File: config.mk
export PLATFORM = sky130hd
export DESIGN_NAME = bus_clk_prescaler
export DESIGN_NICKNAME = d
export VERILOG_FILES = /design/src/rtl/bcp_pkg.sv /design/src/rtl/bcp_tick_src.sv /design/src/rtl/bcp_regs.sv /design/src/rtl/bcp_dom_gate.sv /design/src/rtl/bus_clk_prescaler.sv
export SDC_FILE = /design/constraint.sdc
export NUM_CORES = 1
export LEC_CHECK = 0
export BUFFER_PORTS_ARGS = -buffer_cell sky130_fd_sc_hd__buf_2
export CAP_MARGIN = 5
export CORE_UTILIZATION = 50
export DETAILED_ROUTE_END_ITERATION = 12
export GPL_TIMING_DRIVEN = 0
export PLACE_DENSITY = 0.75
export RECOVER_POWER = 50
export SYNTH_ARGS = -nofsm -noshare
export SYNTH_HDL_FRONTEND = slang
export SYNTH_SLANG_ARGS = --single-unit
File: constraint.sdc
create_clock -name clk -period 8.1 [get_ports clk]
set_input_delay 1.62 -clock clk [delete_from_list [all_inputs] [get_ports clk]]
set_output_delay 1.62 -clock clk [all_outputs]
set_load 0.03 [all_outputs]
File: src/rtl/bcp_pkg.sv
package bcp_pkg;
  localparam int BCP_NDOM  = 4;
  localparam int BCP_SEL_W = 3;
  localparam int BCP_MOD_W = 32;

  typedef enum int {
    DOM_CPU = 0,
    DOM_HSB = 1,
    DOM_PBA = 2,
    DOM_PBB = 3
  } dom_e;

  typedef enum logic [2:0] {
    RA_CTRL     = 3'd0,
    RA_DIV_PEND = 3'd1,
    RA_DIV_ACT  = 3'd2
  } reg_addr_e;
endpackage

File: src/rtl/bcp_tick_src.sv
module bcp_tick_src #(
  parameter int CNT_W = 8
) (
  input  logic             clk,
  input  logic             rst_n,
  input  logic             src_pll,
  input  logic             osc_tick,
  input  logic             pll_tick,
  output logic             main_tick,
  output logic [CNT_W-1:0] cnt,
  output logic             wrap
);
  logic [CNT_W-1:0] cnt_q, cnt_d;

  always_comb begin
    main_tick = src_pll ? pll_tick : osc_tick;
    cnt_d     = cnt_q;
    if (main_tick) cnt_d = cnt_q + CNT_W'(1);
  end

  always_ff @(posedge clk or negedge rst_n) begin
    if (!rst_n) cnt_q <= '0;
    else        cnt_q <= cnt_d;
  end

  assign cnt  = cnt_q;
  assign wrap = main_tick && (&cnt_q);

  // the counter only moves on a main tick
  p_cnt_hold_r4: assert property (@(posedge clk) disable iff (!rst_n)
    !main_tick |=> $stable(cnt_q));
endmodule

File: src/rtl/bcp_regs.sv
module bcp_regs #(
  parameter int NDOM   = 4,
  parameter int SEL_W  = 3,
  parameter int MOD_W  = 32,
  parameter int DATA_W = 32
) (
  input  logic                    clk,
  input  logic                    rst_n,
  input  logic                    we,
  input  logic [2:0]              addr,
  input  logic [DATA_W-1:0]       wdata,
  input  logic                    apply,
  output logic [DATA_W-1:0]       rdata,
  output logic                    src_pll,
  output logic [NDOM*(SEL_W+1)-1:0] act_cfg,
  output logic [NDOM*MOD_W-1:0]   masks
);
  import bcp_pkg::*;

  localparam int FLD_W = SEL_W + 1;
  localparam int CFG_W = NDOM * FLD_W;
  localparam int SH_W  = $clog2((1 << SEL_W) + 1);

  logic             src_q, src_d;
  logic             flag_q, flag_d;
  logic [CFG_W-1:0] pend_q, pend_d;
  logic [CFG_W-1:0] act_q, act_d;
  logic [NDOM*MOD_W-1:0] mask_q, mask_d;
  logic             div_wr, bad_wr;

  function automatic logic [SH_W-1:0] fld_shift(input logic [FLD_W-1:0] f);
    return f[SEL_W] ? (SH_W'(f[SEL_W-1:0]) + SH_W'(1)) : '0;
  endfunction

  function automatic logic cfg_legal(input logic [CFG_W-1:0] c);
    logic [SH_W-1:0] s_cpu, s_hsb, s_pba, s_pbb;
    s_cpu = fld_shift(c[DOM_CPU*FLD_W +: FLD_W]);
    s_hsb = fld_shift(c[DOM_HSB*FLD_W +: FLD_W]);
    s_pba = fld_shift(c[DOM_PBA*FLD_W +: FLD_W]);
    s_pbb = fld_shift(c[DOM_PBB*FLD_W +: FLD_W]);
    return (s_cpu <= s_hsb) && (s_hsb <= s_pba) && (s_hsb <= s_pbb);
  endfunction

  assign div_wr = we && (addr == RA_DIV_PEND);
  assign bad_wr = div_wr && !cfg_legal(wdata[CFG_W-1:0]);

  always_comb begin
    src_d  = src_q;
    flag_d = flag_q;
    pend_d = pend_q;
    act_d  = apply ? pend_q : act_q;
    mask_d = mask_q;
    if (we) begin
      if (addr == RA_CTRL) begin
        src_d = wdata[0];
        if (wdata[1]) flag_d = 1'b0;
      end else if (addr == RA_DIV_PEND) begin
        if (bad_wr) flag_d = 1'b1;
        else        pend_d = wdata[CFG_W-1:0];
      end else if (addr[2]) begin
        mask_d[addr[1:0]*MOD_W +: MOD_W] = wdata[MOD_W-1:0];
      end
    end
  end

  always_ff @(posedge clk or negedge rst_n) begin
    if (!rst_n) begin
      src_q  <= 1'b0;
      flag_q <= 1'b0;
      pend_q <= '0;
      act_q  <= '0;
      mask_q <= '1;
    end else begin
      src_q  <= src_d;
      flag_q <= flag_d;
      pend_q <= pend_d;
      act_q  <= act_d;
      mask_q <= mask_d;
    end
  end

  always_comb begin
    rdata = '0;
    if (addr == RA_CTRL) begin
      rdata[0] = src_q;
      rdata[1] = flag_q;
    end else if (addr == RA_DIV_PEND) begin
      rdata[CFG_W-1:0] = pend_q;
    end else if (addr == RA_DIV_ACT) begin
      rdata[CFG_W-1:0] = act_q;
    end else if (addr[2]) begin
      rdata[MOD_W-1:0] = mask_q[addr[1:0]*MOD_W +: MOD_W];
    end
  end

  assign src_pll = src_q;
  assign act_cfg = act_q;
  assign masks   = mask_q;

  // the active setting never breaks the ordering
  p_act_legal_r5: assert property (@(posedge clk) disable iff (!rst_n)
    cfg_legal(act_q));
  // the flag only rises after a refused divider write
  p_flag_cause_r5: assert property (@(posedge clk) disable iff (!rst_n)
    $rose(flag_q) |-> $past(bad_wr));
  // the active setting moves only at the shared boundary
  p_act_hold_r7: assert property (@(posedge clk) disable iff (!rst_n)
    !apply |=> $stable(act_q));
  // a refused write leaves the pending setting alone
  p_pend_keep_r5: assert property (@(posedge clk) disable iff (!rst_n)
    bad_wr |=> $stable(pend_q));
endmodule

File: src/rtl/bcp_dom_gate.sv
module bcp_dom_gate #(
  parameter int SEL_W = 3,
  parameter int MOD_W = 32,
  parameter int CNT_W = 8
) (
  input  logic             clk,
  input  logic             rst_n,
  input  logic             main_tick,
  input  logic [CNT_W-1:0] cnt,
  input  logic [SEL_W:0]   cfg,
  input  logic [MOD_W-1:0] mask,
  output logic             tick,
  output logic [MOD_W-1:0] en
);
  localparam int SH_W = $clog2(CNT_W + 1);

  logic [SH_W-1:0]  sh;
  logic [CNT_W-1:0] low;
  logic             hit;
  logic             tick_q, tick_d;
  logic [MOD_W-1:0] en_q, en_d;

  always_comb begin
    sh = cfg[SEL_W] ? (SH_W'(cfg[SEL_W-1:0]) + SH_W'(1)) : '0;
    for (int b = 0; b < CNT_W; b++) low[b] = (SH_W'(b) < sh);
    hit    = main_tick && ((cnt & low) == low);
    tick_d = hit;
    en_d   = hit ? mask : '0;
  end

  always_ff @(posedge clk or negedge rst_n) begin
    if (!rst_n) begin
      tick_q <= 1'b0;
      en_q   <= '0;
    end else begin
      tick_q <= tick_d;
      en_q   <= en_d;
    end
  end

  assign tick = tick_q;
  assign en   = en_q;

  // no module enable without its domain strobe
  p_en_gated_r8: assert property (@(posedge clk) disable iff (!rst_n)
    (|en_q) |-> tick_q);
  // a strobe always follows a main tick
  p_tick_src_r3: assert property (@(posedge clk) disable iff (!rst_n)
    tick_q |-> $past(main_tick));
endmodule

File: src/rtl/bus_clk_prescaler.sv
module bus_clk_prescaler
  import bcp_pkg::*;
#(
  parameter int SEL_W  = BCP_SEL_W,
  parameter int MOD_W  = BCP_MOD_W,
  parameter int DATA_W = 32
) (
  input  logic                     clk,
  input  logic                     rst_n,
  input  logic                     osc_tick,
  input  logic                     pll_tick,
  input  logic                     reg_we,
  input  logic [2:0]               reg_addr,
  input  logic [DATA_W-1:0]        reg_wdata,
  output logic [DATA_W-1:0]        reg_rdata,
  output logic [BCP_NDOM-1:0]      dom_tick,
  output logic [BCP_NDOM*MOD_W-1:0] mod_en
);
  localparam int NDOM  = BCP_NDOM;
  localparam int FLD_W = SEL_W + 1;
  localparam int CNT_W = 1 << SEL_W;

  logic rs1_q, rs2_q, rst_int_n;
  logic src_pll, main_tick, wrap;
  logic [CNT_W-1:0] cnt;
  logic [NDOM*FLD_W-1:0] act_cfg;
  logic [NDOM*MOD_W-1:0] masks;

  always_ff @(posedge clk or negedge rst_n) begin
    if (!rst_n) begin
      rs1_q <= 1'b0;
      rs2_q <= 1'b0;
    end else begin
      rs1_q <= 1'b1;
      rs2_q <= rs1_q;
    end
  end
  assign rst_int_n = rs2_q;

  bcp_tick_src #(.CNT_W(CNT_W)) u_src (
    .clk(clk), .rst_n(rst_int_n), .src_pll(src_pll),
    .osc_tick(osc_tick), .pll_tick(pll_tick),
    .main_tick(main_tick), .cnt(cnt), .wrap(wrap)
  );

  bcp_regs #(.NDOM(NDOM), .SEL_W(SEL_W), .MOD_W(MOD_W), .DATA_W(DATA_W)) u_regs (
    .clk(clk), .rst_n(rst_int_n), .we(reg_we), .addr(reg_addr),
    .wdata(reg_wdata), .apply(wrap), .rdata(reg_rdata),
    .src_pll(src_pll), .act_cfg(act_cfg), .masks(masks)
  );

  for (genvar d = 0; d < NDOM; d++) begin : g_dom
    bcp_dom_gate #(.SEL_W(SEL_W), .MOD_W(MOD_W), .CNT_W(CNT_W)) u_gate (
      .clk(clk), .rst_n(rst_int_n), .main_tick(main_tick), .cnt(cnt),
      .cfg(act_cfg[d*FLD_W +: FLD_W]), .mask(masks[d*MOD_W +: MOD_W]),
      .tick(dom_tick[d]), .en(mod_en[d*MOD_W +: MOD_W])
    );
  end

  // child strobes nest inside parent strobes
  p_hsb_in_cpu_r9: assert property (@(posedge clk) disable iff (!rst_int_n)
    dom_tick[DOM_HSB] |-> dom_tick[DOM_CPU]);
  p_pba_in_hsb_r9: assert property (@(posedge clk) disable iff (!rst_int_n)
    dom_tick[DOM_PBA] |-> dom_tick[DOM_HSB]);
  p_pbb_in_hsb_r9: assert property (@(posedge clk) disable iff (!rst_int_n)
    dom_tick[DOM_PBB] |-> dom_tick[DOM_HSB]);
endmodule

==> impl_metrics.csv, run 1 <==
group,metric,value,unit
sta,finalSetupTns,0,ns
detailed_routing,wl_per_cell,21.9,um
sta,max_freq,159,MHz
cells_and_area,design_area,15200,um^2
detailed_routing,drt_wl_total,34100,um
cells_and_area,multi_input_area,4650,um^2
synthesis,synth_common_cells,"dfrtp_1, and2_1, dfstp_2",
sta,fin_worst_skew,0.0207,ns
synthesis,synth_warnings,0,
cells_and_area,layout.area.seq,7770,um^2
worst_setup_path,worstPathRequired,6.48,ns
synthesis,synth_compound_area_share,12.2,%
synthesis,synth_mux_area_share,9.03,%
sta,slew_violations,239,
sta,finalCriticalPeriod,6.29,ns
synthesis,synth-edff-count,0,
global_routing,grt-ovfl-total,0,
detailed_routing,viasPerCell,5.71,
place,dp_hpwl,23200,um
clock_tree,hold_buffers,0,
place,io_buffers,197,
detailed_routing,route.layer.met1.wl,14100,um
detailed_routing,met3_length,2500,um
detailed_routing,top_layer,"met4",
synthesis,synth_top_family_by_area,"compound AO/OA/AOI/OAI gates",
sta,rsz0062_at_grt,"no",
worst_setup_path,cp_max_fo,10,
clock_tree,cts_buffer_depth,3,
synthesis,ys.flop_type,"dfrtp_1",
clock_tree,htreeDepth,1,
run,drv_cap,4,
worst_setup_path,startpoint_type,"primary input",
clock_tree,ctsResizeCount,0,
floorplanning,ios,204,
sta,period_share,77.7,%
detailed_routing,wl_met2,16200,um
floorplanning,fp.dieH,162,um
hold_path,hold_path.class,"flop to flop",
cells_and_area,layout-drive-gt1-share,35.4,%
detailed_routing,drt-initial-drc-count,828,
synthesis,synthesis.nets,1026,
clock_tree,cts_setup_buffers,0,
power_and_ir_drop,power.leakage,7.07,nW
detailed_routing,dr.pass1.iters,9,
synthesis,netlist_area,12800,um^2
synthesis,netlist-cell-type-count,49,
global_routing,grt_pass1_vias,9076,
sta,finalSetupViolCount,0,
cells_and_area,fillCellCount,1999,
clock_tree,cts_made_buffers,30,
synthesis,syn_inst,962,
clock_tree,clkTransAtPathRegs,0.06,ns
synthesis,yosysTopAreaCellShare,34.5,%
clock_tree,tritoncts,"yes",
detailed_routing,drc,0,
power_and_ir_drop,p_per_area,246,nW/um^2
synthesis,synthTopCellsByArea,"dfrtp_1, dfstp_2, a22o_1, and2_1, mux4_2",
global_routing,grt_pass1_wl,52400,um
floorplanning,die_w,162,um
sta,setup_ws,1.81,ns
sta,final_hold_viol_count,0,
outcome,violations,"max-capacitance violations, max-slew violations",
clock_tree,clk_latency,0.57,ns
floorplanning,coreArea,25100,um^2
global_routing,grt_max_degree,74,
synthesis,synthAdderAreaFrac,2.44,%
sta,relSlewSlack,-152,%
place,dpl_cell_area,14300,um^2
outcome,outcome,"finished, violations left",
place,dpl_worst_slack,1.79,ns
detailed_routing,vias,8874,
synthesis,yosysSeqAreaShare,60.9,%
floorplanning,die_area,26200,um^2
detailed_routing,ant_nets,0,
worst_setup_path,crit_path_end_kind,"output pin",
synthesis,synth-simple-area-share,11.9,%
synthesis,ys_ff_latch,304,
cells_and_area,nets,1259,
sta,worst_pin_slew,3.78,ns
global_routing,antenna_found_initial,4,
floorplanning,rows,58,
worst_setup_path,path_class,"primary input to output pin",
floorplanning,initial_utilization,50.8,%
global_routing,grt_usage,26.3,%
clock_tree,ctsRootBufferMaster,"clkbuf_16",
place,routabilityCongestion,0.879,
cells_and_area,syn_to_final_growth,18.9,%
worst_setup_path,arrival,4.67,ns
synthesis,synth-async-reset-ratio,100,%
clock_tree,clock-sinks,304,
synthesis,synth_xor_area_share,0.755,%
power_and_ir_drop,peakVddDrop,184,uV
synthesis,yosys.area.top_type,"dfrtp_1",
synthesis,syn_area_per_cell,13.3,um^2
synthesis,yosysMostFrequentCell,"dfrtp_1",
## cells in the final DEF (no fill, tap or decap), types with 3 or more instances in the layout
cell          n
clkinvlp_4    5
clkinv_2      7
o211ai_1      6
inv_1         8
nand3b_1      4
o2111ai_1     3
o221ai_1      3
nor4_1        3
clkbuf_1    102
ha_1         24
clkbuf_16    30
nand4_1      11
bufinv_16     3
nand3_1      17
mux4_2       32
nor2_1       23
o2111a_1      3
nor2b_1       6
diode_2       4
a22o_1      125
dfstp_2     128
nand2_1      57
a21oi_1      24
xor2_1        5
buf_4         4
dfrtp_1     176
o21ai_0      20
and2_0       17
mux2_4       10
mux2_2       24
xnor2_1       6
and2_1      129
a22o_2        4
buf_2       167
clkbuf_8      4
## per-stage QoR
step / power [mW] / utilization (%) / hold WS (ns) / instances
2_1_floorplan: 2.15 / - / 0.331 / 962
3_3_place_gp: 2.32 / 56.4 / 0.337 / 1489
3_5_place_dp: 2.35 / 56.9 / 0.344 / 1493
4_1_cts: 3.75 / 60.9 / 0.359 / 1549
5_1_grt: 3.86 / 60.4 / 0.367 / 1551
6_report: 3.73 / 60.4 / 0.356 / 1553
## cell families (layout without fill, tap and decap cells)
kind of cell               count (synthesis)  in the layout
AOI/OAI and AO/OA                        196            196
adders and majority gates                 25             25
muxes                                     67             67
and+or+nand+nor                          276            276
buffers and inverters                     82            339
other                                      1              5
DFF                                      304            304
xor gates and xnor gates                  11             11
## sequential cells by signal, summed over array words and instances, names as in the netlist
name	count
g_dom.u_gate.en	128
g_dom.u_gate.tick	4
rs1_q	1
rs2_q	1
u_regs.act_cfg	16
u_regs.flag_q	1
u_regs.masks	128
u_regs.pend_q	16
u_regs.src_pll	1
u_src.cnt	8
## worst max-delay path, stage by stage
cell,delay (ns)
buf_2,0.14
clkbuf_1,0.37
clkbuf_1,0.72
inv_1,0.23
ha_1,0.27
or2_2,0.34
clkbuf_1,0.23
o21ai_0,0.46
buf_2,0.30
## power by group
part / internal (mW) / switching (mW) / leakage, nW
logic: 0.208 / 0.339 / 2.86
registers: 1.68 / 0.0940 / 3.73
clock network: 0.817 / 0.591 / 0.486
total: 2.71 / 1.02 / 7.07
## area by class of cell
type,count,area share (%)
tap,330,2.72
antenna,4,0.0660
inverter,8,0.198
clock buffer,39,5.43
timing repair buffer,201,6.45
sequential,304,51.2
multi-input combinational,576,30.6
clock inverter,17,1.24
buffer,74,2.10
## worst paths after layout
check | startpoint | to | slack [ns] | cells after the start
hold / removal | rs1_q | rs2_q | 0.36 | 0
setup reg to reg | rs2_q | g_dom[2].u_gate.en[9] | 2.83 | 1
max in group asynchronous | rs2_q | g_dom[2].u_gate.en[9] | 2.83 | 1
min in group asynchronous | rs2_q | g_dom[3].u_gate.en[21] | 0.82 | 0
hold reg to reg | rs1_q | rs2_q | 0.36 | 0
setup / recovery | reg_addr[1] | reg_rdata[14] | 1.81 | 9
## routing by layer
metal | up-vias | global-route usage, %
li1 | 3900 | -
met1 | 4514 | 35.7
met2 | 374 | 41.4
met3 | 86 | 5.29
met4 | 0 | 11.4
met5 | - | 0
No activity file was read; power rests on OpenSTA's default activity.
==> run 2: changes to the inputs <==
PLACE_DENSITY = 0.72   (was 0.75)
clock period = 6.4 ns   (was 8.1 ns; I/O delays follow)
==> impl_metrics.csv, run 2 (same netlist as run 1, synthesis figures left out) <==
group,metric,value,unit
power_and_ir_drop,switchingPower,1.31,mW
cells_and_area,layout.area.seq,7770,um^2
detailed_routing,drc,0,
worst_setup_path,startpoint_type,"primary input",
power_and_ir_drop,intPower,3.53,mW
cells_and_area,nets,1260,
sta,finalSetupViolCount,0,
worst_setup_path,crit_path_end_kind,"output pin",
worst_setup_path,worstReg2RegStart,"rs2_q",
power_and_ir_drop,power_frac_comb,14.3,%
global_routing,antenna_found_initial,3,
hold_path,holdPathStages,0,
sta,final_hold_viol_count,0,
floorplanning,initial_utilization,50.8,%
global_routing,met1_usage,36.5,%
place,dp_hpwl,23500,um
outcome,violations,"max-capacitance violations, max-slew violations",
sta,rsz0062_at_grt,"no",
worst_setup_path,worstPathRequired,5.12,ns
floorplanning,die_w,162,um
power_and_ir_drop,p_per_area,318,nW/um^2
detailed_routing,drt_wl_total,34200,um
sta,worst_pin_slew,3.28,ns
global_routing,grt_pass1_wl,53000,um
floorplanning,ios,204,
global_routing,grt_busiest_layer,"met2",
detailed_routing,drt-initial-drc-count,855,
global_routing,grt_max_degree,63,
sta,fin_worst_skew,0.0237,ns
power_and_ir_drop,netSwitchingFraction,27.0,%
cells_and_area,layout_common_cells,"dfrtp_1, buf_2, and2_1",
power_and_ir_drop,peakVddDrop,188,uV
worst_setup_path,reg2reg_to,"g_dom[3].u_gate.en[8]",
detailed_routing,vias,8894,
run,drv_cap,4,
power_and_ir_drop,power_frac_seq,46.5,%
cells_and_area,multi_input_area,4650,um^2
place,dpl_worst_slack,0.752,ns
cells_and_area,final_common_cell,"dfrtp_1",
clock_tree,hold_buffers,0,
place,dp.cells,1494,
detailed_routing,viasPerCell,5.73,
clock_tree,clk_latency,0.57,ns
sta,setup_ws,0.733,ns
clock_tree,clock-sinks,304,
place,io_buffers,197,
sta,max_freq,176,MHz
worst_setup_path,path_class,"primary input to output pin",
clock_tree,cts_made_buffers,30,
floorplanning,coreArea,25100,um^2
worst_setup_path,arrival,4.39,ns
cells_and_area,layoutNonFillerInstCount,1552,
floorplanning,rows,58,
hold_path,min-delay-start,"rs1_q",
outcome,outcome,"finished, violations left",
cells_and_area,layout-drive-gt1-share,33.9,%
place,routabilityCongestion,0.855,
power_and_ir_drop,pwr-share-clk,39.2,%
worst_setup_path,ff2ff_setup_slack,1.70,ns
global_routing,grt_pass1_vias,9070,
clock_tree,htreeDepth,1,
sta,slew_violations,203,
worst_setup_path,cp_max_fo,10,
clock_tree,ctsResizeCount,0,
hold_path,hold_end,"rs2_q",
worst_setup_path,r2r_cells,1,
hold_path,hold_path.class,"flop to flop",
detailed_routing,dr.pass1.iters,8,
detailed_routing,wl_per_cell,22.0,um
detailed_routing,ant_nets,0,
global_routing,grt_util_met2,42.6,%
sta,relSlewSlack,-119,%
clock_tree,cts_buffer_depth,3,
clock_tree,tritoncts,"yes",
global_routing,grt_usage,26.6,%
cells_and_area,syn_to_final_growth,19.3,%
floorplanning,fp.dieH,162,um
sta,period_share,88.5,%
clock_tree,ctsRootBufferMaster,"clkbuf_16",
global_routing,grt-ovfl-total,0,
sta,finalSetupTns,0,ns
clock_tree,clkTransAtPathRegs,0.06,ns
clock_tree,cts_setup_buffers,0,
floorplanning,die_area,26200,um^2
power_and_ir_drop,power.leakage,7.05,nW
sta,finalCriticalPeriod,5.67,ns
cells_and_area,fillCellCount,2025,
global_routing,grt_util_met3,4.19,%
## run 2: per-layer routing
metal  wire, um  part of all wire [%]
met2      16500                    48
met5         12                 0.035
met3       2370                   6.9
met1      14300                    42
met4       1060                   3.1
## run 2: how the worst max path moves through the flow
stage                startpoint               endpoint  slack, ns
floorplan           reg_addr[1]          reg_rdata[10]       1.50
global placement          rs2_q  g_dom[0].u_gate.en[6]      -0.07
detailed placement  reg_addr[1]          reg_rdata[14]       0.75
CTS                 reg_addr[1]          reg_rdata[14]       0.74
global route        reg_addr[1]          reg_rdata[14]       0.49
finish              reg_addr[1]          reg_rdata[14]       0.73
## run 2: power groups by stage
stage | logic, mW | registers [mW] | clock network, mW
5_1_grt | 0.747 | 2.27 | 2.01
6_report | 0.692 | 2.25 | 1.90
4_1_cts | 0.703 | 2.25 | 1.92
2_1_floorplan | 0.391 | 2.33 | 0
3_5_place_dp | 0.699 | 2.28 | 0
3_3_place_gp | 0.645 | 2.30 | 0
## run 2: layout make-up
class                           instances  share of cell area (%)
Clock buffer                           38                    5.32
Antenna cell                            2                  0.0329
Tap cell                              330                    2.71
Sequential cell                       304                    51.0
Buffer                                 74                    2.09
Inverter                                8                   0.197
Timing Repair Buffer                  202                    6.40
Clock inverter                         18                    1.73
Multi-Input combinational cell        576                    30.5
## run 2: worst max-delay path: stages
cell and delay [ns]:
buf_2 0.14, clkbuf_1 0.38, clkbuf_1 0.73, inv_1 0.24
ha_1 0.28, or2_2 0.34, clkbuf_1 0.22, o21ai_0 0.47
buf_2 0.29
## run 2: stage by stage
| stage | hold WS, ns | instance area (um^2) | util [%] | power [mW] |
|---|---|---|---|---|
| 2_1_floorplan | 0.331 | 12800 | - | 2.72 |
| 3_3_place_gp | 0.335 | 14200 | 56.4 | 2.94 |
| 3_5_place_dp | 0.352 | 14300 | 56.9 | 2.97 |
| 4_1_cts | 0.367 | 15400 | 61.2 | 4.87 |
| 5_1_grt | 0.371 | 15200 | 60.7 | 5.03 |
| 6_report | 0.362 | 15200 | 60.7 | 4.84 |
